===== config.mk =====
export PLATFORM = sky130hd
export DESIGN_NAME = spi_byte_port
export DESIGN_NICKNAME = d
export VERILOG_FILES = /design/src/rtl/spi_byte_port_pkg.sv /design/src/rtl/spi_byte_port_ctrl.sv /design/src/rtl/spi_byte_port_dp.sv /design/src/rtl/spi_byte_port.sv
export SDC_FILE = /design/constraint.sdc
export NUM_CORES = 1
export LEC_CHECK = 0
export BUFFER_PORTS_ARGS = -buffer_cell sky130_fd_sc_hd__buf_4
export CORE_ASPECT_RATIO = 0.6
export CORE_MARGIN = 2
export CORE_UTILIZATION = 50
export CTS_CLUSTER_SIZE = 12
export DETAILED_ROUTE_END_ITERATION = 6
export GPL_ROUTABILITY_DRIVEN = 0
export GPL_TIMING_DRIVEN = 1
export MAX_ROUTING_LAYER = met4
export PLACE_DENSITY = 0.67
export SLEW_MARGIN = 20
export SYNTH_ARGS = -nofsm -noshare
export SYNTH_HDL_FRONTEND = slang
export SYNTH_HIERARCHICAL = 1
export SYNTH_SLANG_ARGS = --single-unit

===== constraint.sdc =====
create_clock -name clk -period 4.3 [get_ports clk]
set_clock_uncertainty 0.1 [all_clocks]
set_input_delay 0.43 -clock clk [delete_from_list [all_inputs] [get_ports clk]]
set_output_delay 0.43 -clock clk [all_outputs]
set_load 0.01 [all_outputs]

===== src/rtl/spi_byte_port_pkg.sv =====
package spi_byte_port_pkg;

  localparam int BYTE_W    = 8;
  localparam int WORD_W    = 2 * BYTE_W;
  localparam int CTRL_ADDR = 0;
  localparam int CFG_ADDR  = 1;
  localparam int DATA_BASE = 4;

  // control byte, bit 7 down to bit 0
  typedef struct packed {
    logic       manualCs;
    logic       frame16;
    logic       autoCs;
    logic       fallActive;
    logic       idleHigh;
    logic [2:0] sel;
  } ctrlReg_t;

  // configuration nibble, bit 3 down to bit 0
  typedef struct packed {
    logic       msbFirst;
    logic       irqEn;
    logic [1:0] rate;
  } cfgReg_t;

  // strobes from control to datapath
  typedef struct packed {
    logic start;
    logic toggle;
    logic sample;
    logic shiftOut;
    logic finish;
  } spiStrobe_t;

  typedef enum logic [1:0] {
    ST_IDLE,
    ST_LEAD,
    ST_SHIFT,
    ST_TRAIL
  } spiState_t;

endpackage


===== src/rtl/spi_byte_port_ctrl.sv =====
module spi_byte_port_ctrl
  import spi_byte_port_pkg::*;
#(
  parameter int CLK_HZ       = 16_000_000,
  parameter int SCLK_BASE_HZ = 2_000_000
) (
  input  logic       clk,
  input  logic       rstN,
  input  logic       trigger,
  input  logic [1:0] rate,
  input  logic       frame16,
  input  logic       fallActive,
  input  logic       sclkNow,
  output logic       busy,
  output spiStrobe_t strobe
);

  localparam int HALF_SLOW = CLK_HZ / (2 * SCLK_BASE_HZ);
  localparam int HALF_MID  = CLK_HZ / (4 * SCLK_BASE_HZ);
  localparam int HALF_FAST = CLK_HZ / (8 * SCLK_BASE_HZ);
  localparam int DIV_W     = $clog2(HALF_SLOW + 1);
  localparam int EDGE_W    = $clog2(2 * WORD_W);
  localparam int CNT_W     = $clog2(WORD_W + 1);

  spiState_t         state;
  logic [DIV_W-1:0]  divCnt;
  logic [DIV_W-1:0]  halfLen;
  logic [EDGE_W-1:0] edgeCnt;
  logic [EDGE_W-1:0] lastEdge;
  logic [CNT_W-1:0]  sampleCnt;
  logic [CNT_W-1:0]  frameBits;
  logic              tick;
  logic              running;

  always_comb begin
    case (rate)
      2'd1:    halfLen = DIV_W'(HALF_MID);
      2'd2:    halfLen = DIV_W'(HALF_FAST);
      default: halfLen = DIV_W'(HALF_SLOW);
    endcase
  end

  assign frameBits = frame16 ? CNT_W'(WORD_W) : CNT_W'(BYTE_W);
  assign lastEdge  = frame16 ? EDGE_W'(2 * WORD_W - 1) : EDGE_W'(2 * BYTE_W - 1);
  assign tick      = (divCnt == halfLen - DIV_W'(1));
  assign running   = (state == ST_LEAD) || (state == ST_SHIFT);
  assign busy      = (state != ST_IDLE);

  always_comb begin
    strobe       = '0;
    strobe.start = (state == ST_IDLE) && trigger;
    if (running && tick) begin
      strobe.toggle = 1'b1;
      // the edge leaves sclk at !sclkNow; it samples when that is the active level
      if (sclkNow == fallActive) begin
        strobe.sample = 1'b1;
      end else if ((sampleCnt != '0) && (sampleCnt < frameBits)) begin
        strobe.shiftOut = 1'b1;
      end
    end
    strobe.finish = (state == ST_TRAIL) && tick;
  end

  always_ff @(posedge clk or negedge rstN) begin
    if (!rstN) begin
      state     <= ST_IDLE;
      divCnt    <= '0;
      edgeCnt   <= '0;
      sampleCnt <= '0;
    end else begin
      case (state)
        ST_IDLE: begin
          if (trigger) begin
            state     <= ST_LEAD;
            divCnt    <= '0;
            edgeCnt   <= '0;
            sampleCnt <= '0;
          end
        end
        ST_LEAD, ST_SHIFT: begin
          if (tick) begin
            divCnt  <= '0;
            edgeCnt <= edgeCnt + EDGE_W'(1);
            if (strobe.sample) sampleCnt <= sampleCnt + CNT_W'(1);
            state <= (edgeCnt == lastEdge) ? ST_TRAIL : ST_SHIFT;
          end else begin
            divCnt <= divCnt + DIV_W'(1);
          end
        end
        ST_TRAIL: begin
          if (tick) begin
            divCnt <= '0;
            state  <= ST_IDLE;
          end else begin
            divCnt <= divCnt + DIV_W'(1);
          end
        end
        default: state <= ST_IDLE;
      endcase
    end
  end

endmodule


===== src/rtl/spi_byte_port_dp.sv =====
module spi_byte_port_dp
  import spi_byte_port_pkg::*;
#(
  parameter int NUM_SLAVES = 4,
  parameter int NUM_DATA   = 4,
  parameter int ADDR_W     = 3
) (
  input  logic                  clk,
  input  logic                  rstN,
  input  logic                  wrEn,
  input  logic [ADDR_W-1:0]     addr,
  input  logic [BYTE_W-1:0]     wrData,
  output logic [BYTE_W-1:0]     rdData,
  input  logic                  busy,
  input  spiStrobe_t            strobe,
  input  logic                  miso,
  output ctrlReg_t              ctrlQ,
  output cfgReg_t               cfgQ,
  output logic                  trigger,
  output logic                  sclkNow,
  output logic                  sclk,
  output logic                  mosi,
  output logic [NUM_SLAVES-1:0] csN,
  output logic                  irq
);

  localparam int HI_IDX    = NUM_DATA - 2;
  localparam int LO_IDX    = NUM_DATA - 1;
  localparam int TRIG_ADDR = DATA_BASE + LO_IDX;

  logic [BYTE_W-1:0] dataQ [NUM_DATA];
  logic [WORD_W-1:0] txQ;
  logic [WORD_W-1:0] rxQ;
  logic [WORD_W-1:0] txLoad;
  logic [BYTE_W-1:0] rxLo;
  logic              sclkQ;
  logic              hostWr;
  logic              csActive;

  assign hostWr  = wrEn && !busy;
  assign trigger = hostWr && (addr == ADDR_W'(TRIG_ADDR));

  // register writes
  always_ff @(posedge clk or negedge rstN) begin
    if (!rstN) begin
      ctrlQ <= '0;
      cfgQ  <= '0;
    end else if (hostWr) begin
      if (addr == ADDR_W'(CTRL_ADDR)) ctrlQ <= ctrlReg_t'(wrData);
      if (addr == ADDR_W'(CFG_ADDR))  cfgQ  <= cfgReg_t'(wrData[3:0]);
    end
  end

  // the low frame byte sits in the high half of rxQ after an 8-bit LSB-first frame
  assign rxLo = (ctrlQ.frame16 || cfgQ.msbFirst) ? rxQ[BYTE_W-1:0] : rxQ[WORD_W-1:BYTE_W];

  always_ff @(posedge clk or negedge rstN) begin
    if (!rstN) begin
      for (int i = 0; i < NUM_DATA; i++) dataQ[i] <= '0;
    end else begin
      for (int i = 0; i < NUM_DATA; i++) begin
        if (hostWr && (addr == ADDR_W'(DATA_BASE + i))) begin
          dataQ[i] <= wrData;
        end else if (strobe.finish) begin
          if (i == LO_IDX) dataQ[i] <= rxLo;
          else if ((i == HI_IDX) && ctrlQ.frame16) dataQ[i] <= rxQ[WORD_W-1:BYTE_W];
        end
      end
    end
  end

  // frame image, aligned so that the first bit sits at the end mosi reads
  always_comb begin
    if (ctrlQ.frame16)      txLoad = {dataQ[HI_IDX], wrData};
    else if (cfgQ.msbFirst) txLoad = {wrData, {BYTE_W{1'b0}}};
    else                    txLoad = {{BYTE_W{1'b0}}, wrData};
  end

  always_ff @(posedge clk or negedge rstN) begin
    if (!rstN) begin
      txQ   <= '0;
      rxQ   <= '0;
      sclkQ <= 1'b0;
      irq   <= 1'b0;
    end else begin
      irq <= strobe.finish && cfgQ.irqEn;
      if (strobe.start) begin
        txQ   <= txLoad;
        sclkQ <= ctrlQ.idleHigh;
      end else begin
        if (strobe.toggle) sclkQ <= !sclkQ;
        if (strobe.shiftOut) begin
          txQ <= cfgQ.msbFirst ? {txQ[WORD_W-2:0], 1'b0} : {1'b0, txQ[WORD_W-1:1]};
        end
        if (strobe.sample) begin
          rxQ <= cfgQ.msbFirst ? {rxQ[WORD_W-2:0], miso} : {miso, rxQ[WORD_W-1:1]};
        end
      end
    end
  end

  assign sclkNow = sclkQ;
  assign sclk    = busy ? sclkQ : ctrlQ.idleHigh;
  assign mosi    = cfgQ.msbFirst ? txQ[WORD_W-1] : txQ[0];

  // chip-select decode
  assign csActive = ctrlQ.autoCs ? busy : ctrlQ.manualCs;

  for (genvar g = 0; g < NUM_SLAVES; g++) begin : g_cs
    assign csN[g] = !(csActive && (ctrlQ.sel == 3'(g)));
  end

  // register read mux
  always_comb begin
    rdData = '0;
    if (addr == ADDR_W'(CTRL_ADDR)) rdData = ctrlQ;
    if (addr == ADDR_W'(CFG_ADDR))  rdData = {busy, 3'b000, cfgQ};
    for (int i = 0; i < NUM_DATA; i++) begin
      if (addr == ADDR_W'(DATA_BASE + i)) rdData = dataQ[i];
    end
  end

endmodule


===== src/rtl/spi_byte_port.sv =====
module spi_byte_port
  import spi_byte_port_pkg::*;
#(
  parameter int CLK_HZ       = 16_000_000,
  parameter int SCLK_BASE_HZ = 2_000_000,
  parameter int NUM_SLAVES   = 4,
  parameter int NUM_DATA     = 4,
  parameter int ADDR_W       = 3
) (
  input  logic                  clk,
  input  logic                  rstN,
  input  logic                  wrEn,
  input  logic [ADDR_W-1:0]     addr,
  input  logic [7:0]            wrData,
  output logic [7:0]            rdData,
  input  logic                  miso,
  output logic                  sclk,
  output logic                  mosi,
  output logic [NUM_SLAVES-1:0] csN,
  output logic                  irq
);

  spiStrobe_t strobe;
  ctrlReg_t   ctrlQ;
  cfgReg_t    cfgQ;
  logic       busy;
  logic       trigger;
  logic       sclkNow;

  spi_byte_port_ctrl #(
    .CLK_HZ      (CLK_HZ),
    .SCLK_BASE_HZ(SCLK_BASE_HZ)
  ) u_ctrl (
    .clk       (clk),
    .rstN      (rstN),
    .trigger   (trigger),
    .rate      (cfgQ.rate),
    .frame16   (ctrlQ.frame16),
    .fallActive(ctrlQ.fallActive),
    .sclkNow   (sclkNow),
    .busy      (busy),
    .strobe    (strobe)
  );

  spi_byte_port_dp #(
    .NUM_SLAVES(NUM_SLAVES),
    .NUM_DATA  (NUM_DATA),
    .ADDR_W    (ADDR_W)
  ) u_dp (
    .clk    (clk),
    .rstN   (rstN),
    .wrEn   (wrEn),
    .addr   (addr),
    .wrData (wrData),
    .rdData (rdData),
    .busy   (busy),
    .strobe (strobe),
    .miso   (miso),
    .ctrlQ  (ctrlQ),
    .cfgQ   (cfgQ),
    .trigger(trigger),
    .sclkNow(sclkNow),
    .sclk   (sclk),
    .mosi   (mosi),
    .csN    (csN),
    .irq    (irq)
  );

endmodule


==> flow_metrics.env <==
export IMPL_status="complete, no violations"
export IMPL_r2r_cells=10
export IMPL_drc=0
export IMPL_antenna_found_initial=0
export IMPL_yosysSeqAreaShare_pct=42.3
export IMPL_ioPinCount=30
export IMPL_slew_headroom_pct=37.6
export IMPL_fp_dieW_um=139
export IMPL_max_stage_delay_ns=0.56
export IMPL_grt_overflow_total=0
export IMPL_hold_violations=0
export IMPL_num_vias=4189
export IMPL_dieArea_um2=11900
export IMPL_post_cts_buffers=0
export IMPL_area_growth_pct=10.4
export IMPL_syn_cell_area_um2=5500
export IMPL_crit_end="u_dp/txQ[0]"
export IMPL_die_y_um=85.2
export IMPL_first_global_vias=3886
export IMPL_final_cells=674
export IMPL_fmax_ghz=0.295
export IMPL_power_mw=3.99
export IMPL_rsz0062_at_grt="no"
export IMPL_yosysTopAreaCellShare_pct=42.3
export IMPL_path_class="flip-flop to flip-flop"
export IMPL_tightest_slew_ns=0.936
export IMPL_fillers=904
export IMPL_crit_path_end_kind="flip-flop"
export IMPL_r2r_end="u_dp/txQ[0]"
export IMPL_first_pass_iters=5
export IMPL_hpwl_mm=9.45
export IMPL_slew_violations=0
export IMPL_cts_sinks=93
export IMPL_arrival_ns=3.56
export IMPL_track_usage_pct=24.6
export IMPL_cp_slowest_cell="and4b_1"
export IMPL_fin_crit_sh_pct=78.7
export IMPL_clk_pin_slew_ns=0.07
export IMPL_synthTopCellsByArea="dfrtp_1 42%, mux2_2 8.4%, mux2i_1 7.8%"
export IMPL_synth_seq_cells=93
export IMPL_cts_buffers=9
export IMPL_via_per_inst=6.22
export IMPL_drt_iter0_markers=349
export IMPL_cts_tree="yes"
export IMPL_cts_root_buf="clkbuf_16"
export IMPL_setup_viol=0
export IMPL_drive_gt1_share_pct=23.6
export IMPL_leakage_nw=2.58
export IMPL_clock_latency_ns=0.34
export IMPL_syn_inst=522
export IMPL_rrSetupSlack_ns=0.92
export IMPL_grt_max_degree=72
export IMPL_cp_startpoint="u_ctrl/state[0]"
export IMPL_synthesis_nets=545
export IMPL_critPathRequiredTime_ns=4.47
export IMPL_r2r_start="u_ctrl/state[0]"
export IMPL_ctsResizeCount=0
export IMPL_netlist_top_cells_count="93 x dfrtp_1, 43 x mux2i_1, 41 x mux2_2, 34 x nor2_1, 33 x o21ai_0"
export IMPL_antenna_left=0
export IMPL_placementRows=29
export IMPL_core_um2=10600
export IMPL_hold_buffers=0
export IMPL_powerDensity_nw_per_um2=658
export IMPL_drt_total_wl_mm=13.7
export IMPL_wl_per_cell_um=20.3
export IMPL_synth_edff_count=0
export IMPL_maxCapViolCount=0
export IMPL_start_util_pct=51.7
export IMPL_numPortBuffers=29
export IMPL_cp_max_fo=26
export IMPL_synth_async_sr_flop_share_pct=100
export IMPL_fin_nets=553
export IMPL_cts_buffer_depth=2
export IMPL_grt_first_pass_wirelength_mm=22.1
export IMPL_syn_avg_cell_area_um2=10.5
export IMPL_netlist_cell_type_count=67
export IMPL_antenna_cells=0
export IMPL_cts_max_level=3
export IMPL_synth_most_common_cell="dfrtp_1"
export IMPL_min_path_type="input pin to async pin"
export IMPL_critical_path_startpoint_type="flip-flop"
export IMPL_finalSetupTns_ns=0
export IMPL_ys_warn_count=6
export IMPL_finalWorstPathRequiredPeriod_ns=3.38
export IMPL_ys_flop_type="dfrtp_1"
export IMPL_dp_cells=658
export IMPL_ir_drop_uv=324
export IMPL_synth_area_leader_cell="dfrtp_1"
export IMPL_path_cells="inv_1 -> ha_1 -> inv_1 -> and4b_1 -> and2_1 -> and2_1 -> buf_4 -> nand3_1 -> o221ai_1 -> o31a_1"
power breakdown:
part / switching (mW) / internal (mW) / total, mW
logic: 0.891 / 0.771 / 1.66
registers: 0.319 / 1.18 / 1.50
clock network: 0.336 / 0.498 / 0.834
total: 1.55 / 2.45 / 3.99
flip-flops by register name, summed over array words and instances (netlist names):
name,cells
u_ctrl/sampleCnt,5
u_ctrl/edgeCnt,5
u_dp/ctrlQ,8
u_dp/rxQ,16
u_dp/dataQ,32
u_dp/txQ,16
u_dp/cfgQ,4
u_ctrl/state,2
u_dp/irq,1
u_ctrl/divCnt,3
u_dp/sclkNow,1
layout make-up:
class / count / area (um2) / area share [%]
multi-input combinational: 364 / 2880 / 47.4
sequential: 93 / 2330 / 38.4
timing repair buffer: 38 / 285 / 4.70
clock buffer: 13 / 270 / 4.45
tap: 139 / 174 / 2.87
inverter: 24 / 90.1 / 1.48
clock inverter: 3 / 42.5 / 0.701
worst min path at each step:
stage,startpoint,endpoint,slack [ns],cells after the start
after floorplan,rstN,u_ctrl/divCnt[0],0.03,0
after global placement,u_dp/dataQ[16],u_dp/dataQ[16],0.37,1
after detailed placement,u_dp/dataQ[19],u_dp/dataQ[19],0.39,1
after CTS,rstN,u_ctrl/divCnt[1],0.18,1
after global routing,rstN,u_ctrl/divCnt[1],0.19,1
final,rstN,u_ctrl/divCnt[1],0.12,1
layout by cell type, fill, tap and decap left out, types with 3 or more instances in the layout:
| master | count |
|---|---|
| inv_1 | 23 |
| a32oi_1 | 3 |
| o31ai_1 | 9 |
| nand3_1 | 23 |
| mux2_4 | 8 |
| ha_1 | 8 |
| a31o_2 | 7 |
| nor3_2 | 3 |
| mux2_2 | 41 |
| mux2i_1 | 43 |
| mux4_2 | 3 |
| o21ai_0 | 33 |
| a21oi_1 | 4 |
| o22ai_1 | 8 |
| a21o_1 | 9 |
| o311a_1 | 8 |
| a211oi_1 | 15 |
| a31oi_1 | 4 |
| o21a_1 | 4 |
| nand2b_1 | 6 |
| dfrtp_1 | 92 |
| clkbuf_16 | 9 |
| nand2_1 | 28 |
| a22o_1 | 7 |
| buf_4 | 38 |
| clkbuf_8 | 3 |
| and2_1 | 4 |
| nor2_1 | 34 |
| o311ai_0 | 3 |
| nor2b_1 | 5 |
logic make-up (layout without fill, tap and decap cells):
family          Yosys count  count (layout)  synth area share, %
flops                    93              93                 42.3
mux                      97              97                 20.3
xor+xnor                  5               5                 1.07
fa+ha+maj                 8               8                 1.82
buf+inv                  65              78                 5.44
simple gates            127             127                 12.5
compound gates          127             127                 16.5
layer usage:
layer	share of wire (%)	global-route usage (%)	vias to the layer above
li1	-	-	1949
met1	51	37.8	2100
met2	41	32.6	127
met3	7.2	5.93	13
met4	0.89	5.05	0
met5	0	-	-
per-stage QoR:
step                util [%]  hold WS, ns  setup slack (ns)  instance area [um2]
floorplan                  -       0.0344              1.35                 5500
global placement        54.1        0.372              1.12                 5760
detailed placement      54.1        0.386              1.00                 5760
CTS                     57.1        0.176             0.964                 6070
global route            57.1        0.192             0.626                 6070
finish                  57.1        0.116             0.916                 6070
worst max-delay path: cells and delay by family (launching register included):
family | cells | cell delay [ns]
adder cells (fa/ha/maj) | 1 | 0.53
AO/OA/AOI/OAI | 2 | 0.25
buffers and inverters | 3 | 0.76
AND/OR/NAND/NOR | 4 | 1.27
flip-flops | 1 | 0.40
(Power assumes the default switching activity.)
